[src/rtl/trc_pkg.sv]
package trc_pkg;
  localparam int STATE_W = 4;
  localparam int VAL_W   = 16;
  localparam int NREG    = 10;
  localparam int SLOTS   = 4;
  localparam int CW      = $clog2(SLOTS + 1);
  localparam int ENTRY_W = STATE_W + CW + SLOTS * VAL_W;

  // Registers written by the schedule in each controller state; bit k-1 is rk.
  function automatic logic [NREG-1:0] upd_mask(input logic [STATE_W-1:0] st);
    case (st)
      4'd1:    return 10'b00_0000_0001;
      4'd2:    return 10'b00_0000_0110;
      4'd5:    return 10'b01_1110_0000;
      4'd6:    return 10'b10_0000_0000;
      default: return '0;
    endcase
  endfunction
endpackage

[src/rtl/trc_select.sv]
module trc_select
  import trc_pkg::*;
(
  input  logic [STATE_W-1:0]    state,
  input  logic [NREG*VAL_W-1:0] regs,
  input  logic                  mem_vld,
  input  logic [VAL_W-1:0]      mem_dat,
  input  logic                  mode,
  output logic [ENTRY_W-1:0]    entry,
  output logic                  has_entry
);
  logic [NREG-1:0]             mask;
  logic [CW-1:0]               cnt;
  logic [SLOTS-1:0][VAL_W-1:0] sl;

  always_comb begin
    mask = upd_mask(state);
    cnt  = '0;
    sl   = '0;
    for (int i = 0; i < NREG; i++) begin
      if (mask[i]) begin
        for (int j = 0; j < SLOTS; j++)
          if (cnt == CW'(j)) sl[j] = regs[i*VAL_W +: VAL_W];
        if (cnt != CW'(SLOTS)) cnt = cnt + 1'b1;
      end
    end
    if (mode && mem_vld) begin
      for (int j = 0; j < SLOTS; j++)
        if (cnt == CW'(j)) sl[j] = mem_dat;
      if (cnt != CW'(SLOTS)) cnt = cnt + 1'b1;
    end
    entry     = {state, cnt, sl};
    has_entry = (cnt != '0);
  end
endmodule

[src/rtl/trc_ring.sv]
module trc_ring #(
  parameter int DEPTH = 64,
  parameter int EW    = 71
) (
  input  logic          clk,
  input  logic          rst,
  input  logic          wr_en,
  input  logic [EW-1:0] wr_data,
  input  logic          stop,
  input  logic          rd_ready,
  output logic          rd_valid,
  output logic [EW-1:0] rd_data,
  output logic          rd_done,
  output logic          frozen,
  output logic          wrote
);
  localparam int AW = (DEPTH > 1) ? $clog2(DEPTH) : 1;
  localparam int RW = $clog2(DEPTH + 1);
  localparam logic [AW-1:0] LAST = AW'(DEPTH - 1);

  logic [EW-1:0] mem [DEPTH];
  logic [AW-1:0] wr_ptr, rd_ptr;
  logic [RW-1:0] remain;
  logic          wrapped;

  assign wrote    = wr_en && !frozen && !stop;
  assign rd_valid = frozen && (remain != '0);
  assign rd_done  = frozen && (remain == '0);
  assign rd_data  = mem[rd_ptr];

  always_ff @(posedge clk) begin
    if (wrote) mem[wr_ptr] <= wr_data;
  end

  always_ff @(posedge clk) begin
    if (rst) begin
      wr_ptr  <= '0;
      rd_ptr  <= '0;
      remain  <= '0;
      wrapped <= 1'b0;
      frozen  <= 1'b0;
    end else begin
      if (wrote) begin
        wr_ptr <= (wr_ptr == LAST) ? '0 : wr_ptr + 1'b1;
        if (wr_ptr == LAST) wrapped <= 1'b1;
      end
      if (stop && !frozen) begin
        frozen <= 1'b1;
        rd_ptr <= wrapped ? wr_ptr : '0;
        remain <= wrapped ? RW'(DEPTH) : RW'(wr_ptr);
      end else if (rd_valid && rd_ready) begin
        rd_ptr <= (rd_ptr == LAST) ? '0 : rd_ptr + 1'b1;
        remain <= remain - 1'b1;
      end
    end
  end


  wr_hold_chk: assert property (@(posedge clk) disable iff (rst)
    frozen |=> $stable(wr_ptr));

  rd_stall_chk: assert property (@(posedge clk) disable iff (rst)
    (rd_valid && !rd_ready) |=> (rd_valid && $stable(rd_data)));

  rd_last_chk: assert property (@(posedge clk) disable iff (rst)
    (rd_valid && rd_ready && remain == RW'(1)) |=> rd_done);

  wrap_sticky_chk: assert property (@(posedge clk) disable iff (rst)
    !$fell(wrapped));
endmodule

[src/rtl/sched_trace_rec.sv]
module sched_trace_rec
  import trc_pkg::*;
#(
  parameter int DEPTH = 64,
  parameter int CNT_W = 8
) (
  input  logic                      clk,
  input  logic                      rst,
  input  logic [STATE_W-1:0]        ctl_state,
  input  logic [NREG*VAL_W-1:0]     dp_regs,
  input  logic                      mem_rd_valid,
  input  logic [VAL_W-1:0]          mem_rd_data,
  input  logic                      memrd_mode,
  input  logic                      stop,
  input  logic                      rd_ready,
  output logic                      rd_valid,
  output logic [ENTRY_W-1:0]        rd_data,
  output logic                      rd_done,
  output logic [CNT_W-1:0]          wr_count
);
  logic [ENTRY_W-1:0] entry;
  logic               has_entry, frozen, wrote;

  trc_select u_sel (
    .state(ctl_state), .regs(dp_regs), .mem_vld(mem_rd_valid),
    .mem_dat(mem_rd_data), .mode(memrd_mode),
    .entry(entry), .has_entry(has_entry)
  );

  trc_ring #(.DEPTH(DEPTH), .EW(ENTRY_W)) u_ring (
    .clk(clk), .rst(rst), .wr_en(has_entry), .wr_data(entry), .stop(stop),
    .rd_ready(rd_ready), .rd_valid(rd_valid), .rd_data(rd_data),
    .rd_done(rd_done), .frozen(frozen), .wrote(wrote)
  );

  always_ff @(posedge clk) begin
    if (rst) wr_count <= '0;
    else if (wrote && wr_count != '1) wr_count <= wr_count + 1'b1;
  end


  count_frozen_chk: assert property (@(posedge clk) disable iff (rst)
    frozen |=> $stable(wr_count));

  count_sat_chk: assert property (@(posedge clk) disable iff (rst)
    (wr_count == '1) |=> (wr_count == '1));

  reset_clear_chk: assert property (@(posedge clk)
    rst |=> (wr_count == '0 && !rd_valid && !rd_done));
endmodule

[config.mk]
export PLATFORM = sky130hd
export DESIGN_NAME = sched_trace_rec
export DESIGN_NICKNAME = d
export VERILOG_FILES = /design/src/rtl/trc_pkg.sv /design/src/rtl/trc_select.sv /design/src/rtl/trc_ring.sv /design/src/rtl/sched_trace_rec.sv
export SDC_FILE = /design/constraint.sdc
export NUM_CORES = 2
export LEC_CHECK = 0
export BUFFER_PORTS_ARGS = -buffer_cell sky130_fd_sc_hd__buf_2
export CORE_MARGIN = 2
export CORE_UTILIZATION = 50
export DETAILED_ROUTE_END_ITERATION = 10
export PLACE_DENSITY = 0.78
export SETUP_SLACK_MARGIN = 0.4
export SYNTH_ARGS = -nofsm -noshare
export SYNTH_HDL_FRONTEND = slang
export SYNTH_MEMORY_MAX_BITS = 65536
export SYNTH_SLANG_ARGS = --single-unit
[constraint.sdc]
create_clock -name clk -period 9.2 [get_ports clk]
set_clock_uncertainty 0.1 [all_clocks]
set_input_delay 0.92 -clock clk [delete_from_list [all_inputs] [get_ports clk]]
set_output_delay 0.92 -clock clk [all_outputs]
set_load 0.03 [all_outputs]
==> summary.md <==
| Metric | Value |
|---|---|
| Run status | `complete, no violations` |
| Crit path buffers/inverters | `3` |
| Cell family with most CP delay | `simple AND/OR/NAND/NOR gates` |
| Most used cell, CP | `ha_1` |
| Worst path slowest cell | `nand4_2` |
| Initial antenna violation count | `22` |
| Post-CTS setup buffer count | `0` |
| CP max stage delay | `0.82 ns` |
| Setup crit start kind | `input port` |
| Wire per inst | `37.9 um` |
| Rel. slew slack | `0.102` |
| Area of the multi-input gates | `38,800 um^2` |
| P&R area growth vs syn | `13.1%` |
| Global route hottest layer | `met2` |
| Hold WC Path Type | `in2reg` |
| H-tree level count | `5` |
| Reg2reg setup slack | `5.25 ns` |
| Cts hold-fix bufs | `0` |
| Synth top area share | `0.772` |
| CP Cell Sequence | `buf_2 > or3b_2 > or2_1 > inv_4 > ha_1 > nand2b_1 > nand2_1 > nor2_1 > ha_1 > mux2i_4 > nor2_1 > ha_1 > nand4_1 > or4_4 > and3_1 > nand4_2 > nor2_4 > buf_4` |
| Kind of critical path | `in2reg` |
| Leak | `61.5 nW` |
| Drt first pass iters | `8` |
| Root Buffer | `clkbuf_16` |
| Yosys warns | `0` |
| Fill cells | `23,900` |
| Max-cap viol count | `0` |
| Synthesized instance count | `8,006` |
| Placed cell count | `12,800` |
| Fmax achieved | `146 MHz` |
| Row cnt | `218` |
| Leading area contributor after synthesis | `edfxtp_1` |
| DRC | `0` |
| Grt met3 use | `0.0570` |
| Crit path max fanout | `18` |
| Fin crit share | `0.743` |
| Post-synthesis cell type count | `77` |
| Syn avg cell area | `22.1 um^2` |
| Count leader, synth | `edfxtp_1` |
| CTS tree | `done` |
| WL final | `514,000 um` |
| Synth Cell Area | `177,000 um^2` |
| Data required, critical path | `9.65 ns` |
| Clock Sinks | `4,579` |
| First-pass GRT wire length | `719,000 um` |
| Top area cells in the synthesized netlist | `edfxtp_1, mux4_2, mux2i_1, a21oi_1, a221oi_1` |
| Setup TNS | `0 ns` |
| Fin cells | `13,600` |
| Worst slew pin tran | `1.34 ns` |
| Vias/cell | `6.97` |
| Core Area | `352,000 um^2` |
| Post-DP HPWL | `263,000 um` |
| Initial Util | `0.502` |
| Unrepaired setup endpoints after global routing | `no` |
| # setup viols final | `0` |
| Slew Limit Fails | `0` |
| # IOs | `267` |
| Final hold vios | `0` |
| Largest net degree at the start of global routing | `141` |
| Remaining Overflow, GRT | `0` |
| Number of I/O port buffers | `234` |
| Die H | `598 um` |
| Start of the worst register-to-register path | `u_ring.frozen` |
| Total Routing Usage GR | `0.285` |
| Layout cell share with drive strength beyond 1 | `0.276` |
| GR Util met2 | `0.454` |
| Final GP Congestion | `0.884` |
| DRT iter0 DRCs | `16,100` |
| Clock Latency Late Sink | `0.94 ns` |
| CP arrival | `7.29 ns` |
| Clk buf depth | `4` |
| GR Util met1 | `0.368` |
| Peak VDD IR | `208 uV` |
| #FFs+latches synth | `4,579` |
| Synth Flop Type | `edfxtp_1` |
| Vias | `94,700` |
| Detail Route Antenna Nets | `0` |
| Synth Net Count | `8,208` |
| Hold EP | `u_ring.frozen` |
| Ys async rst share | `0` |
| Tmin final | `6.84 ns` |
| Reg area | `137,000 um^2` |
| Post-CTS Resized | `0` |
| Post-synth EDFFs | `4,544` |
| Die W | `598 um` |
| Min-delay src | `stop` |
| Vias in the first global route | `95,300` |
| Nets | `8,687` |
| Worst r2r path cells | `5` |
| CTS Buf Count | `424` |
| Seq/Total Area, Yosys | `0.776` |
| Synth top cells by count | `edfxtp_1, mux4_2, clkbuf_1` |
| Worst hold path depth | `3` |
| Clock Pin Slew Worst Setup and Hold Paths | `0.07 ns` |
| R2r endpoint | `u_ring.mem[7][58]` |
| Crit path capture type | `register` |
| Power Dens Cells | `215 nW/um^2` |
| Die Area | `358,000 um^2` |
-- worst max path at each step --
stage	from	endpoint	slack, ns	cells past startpoint
after floorplan	ctl_state[3]	u_ring.mem[18][0]	0.92	20
after global placement	ctl_state[1]	u_ring.mem[7][55]	1.58	18
after detailed placement	ctl_state[1]	u_ring.mem[7][69]	1.63	18
after CTS	register	rd_data[66]	2.41	8
after global routing	ctl_state[1]	u_ring.mem[7][64]	2.34	18
final	ctl_state[1]	u_ring.mem[7][58]	2.36	18
-- routing by layer --
metal	wire (um)	vias to the layer above
met5	49	-
met4	35500	8
met3	63800	1537
met2	246000	8698
met1	169000	49100
li1	-	35300
-- cell type report --
type	count	share of cell area
inverter	15	0.000294
antenna	12	0.000150
multi-input combinational	2922	0.194
timing repair buffer	543	0.0213
clock buffer	532	0.0560
tap	4730	0.0296
clock inverter	245	0.0120
sequential	4579	0.686
-- cells by family after synthesis --
group / share of synthesized area
AO/OA/AOI/OAI: 0.0425
XOR/XNOR: 0.000397
adder cells (fa/ha/maj): 0.00113
buffers and inverters: 0.0121
flip-flops: 0.776
multiplexers: 0.154
other: 0.0000212
AND/OR/NAND/NOR: 0.0138
-- layout by cell type (no fill, tap or decap), drive strengths merged, types with 25 or more instances in the layout --
cell / Yosys / final
edfxtp: 4544 / 4544
mux4: 1136 / 1136
buf: 205 / 543
clkbuf: 285 / 532
a21oi: 274 / 274
nor2: 191 / 191
o21ai: 179 / 179
clkinv: 0 / 178
mux2i: 154 / 154
nand2: 154 / 154
a221oi: 143 / 143
o221ai: 106 / 106
o22ai: 93 / 93
a22o: 90 / 90
bufinv: 0 / 43
nand3: 42 / 42
o211ai: 37 / 37
a31oi: 37 / 37
dfxtp: 35 / 35
nand2b: 31 / 31
nor2b: 29 / 29
o211a: 26 / 26
inv: 15 / 25
-- through the flow --
stage | setup slack (ns) | hold WS (ns) | total power, W | util | area (um^2)
floorplan | 0.915 | 0.381 | 0.0250 | - | 177000
global placement | 1.58 | 0.407 | 0.0257 | 0.529 | 186000
detailed placement | 1.63 | 0.418 | 0.0258 | 0.529 | 186000
CTS | 2.41 | 0.120 | 0.0430 | 0.567 | 200000
global route | 2.34 | 0.175 | 0.0438 | 0.568 | 200000
finish | 2.36 | 0.162 | 0.0429 | 0.568 | 200000
-- state kept, by name, summed over array words and instances, names as in the netlist, named ones only --
register / count
u_ring.frozen: 1
u_ring.mem: 4544
u_ring.rd_ptr: 6
u_ring.remain: 7
u_ring.wr_ptr: 6
u_ring.wrapped: 1
wr_count: 8
-- worst reg2reg max path, cell delays in order, from the launching register on --
cell,delay (ns)
dfxtp_1,0.33
nor2_1,0.20
and3_1,0.85
nand4_2,0.83
nor2_4,0.74
buf_4,0.48
-- power breakdown --
| group | switching [W] | internal [W] |
|---|---|---|
| Sequential | 0.0000267 | 0.0229 |
| Clock | 0.00769 | 0.00983 |
| Combinational | 0.00150 | 0.000967 |
| Total | 0.00922 | 0.0337 |
(Power assumes the default switching activity.)
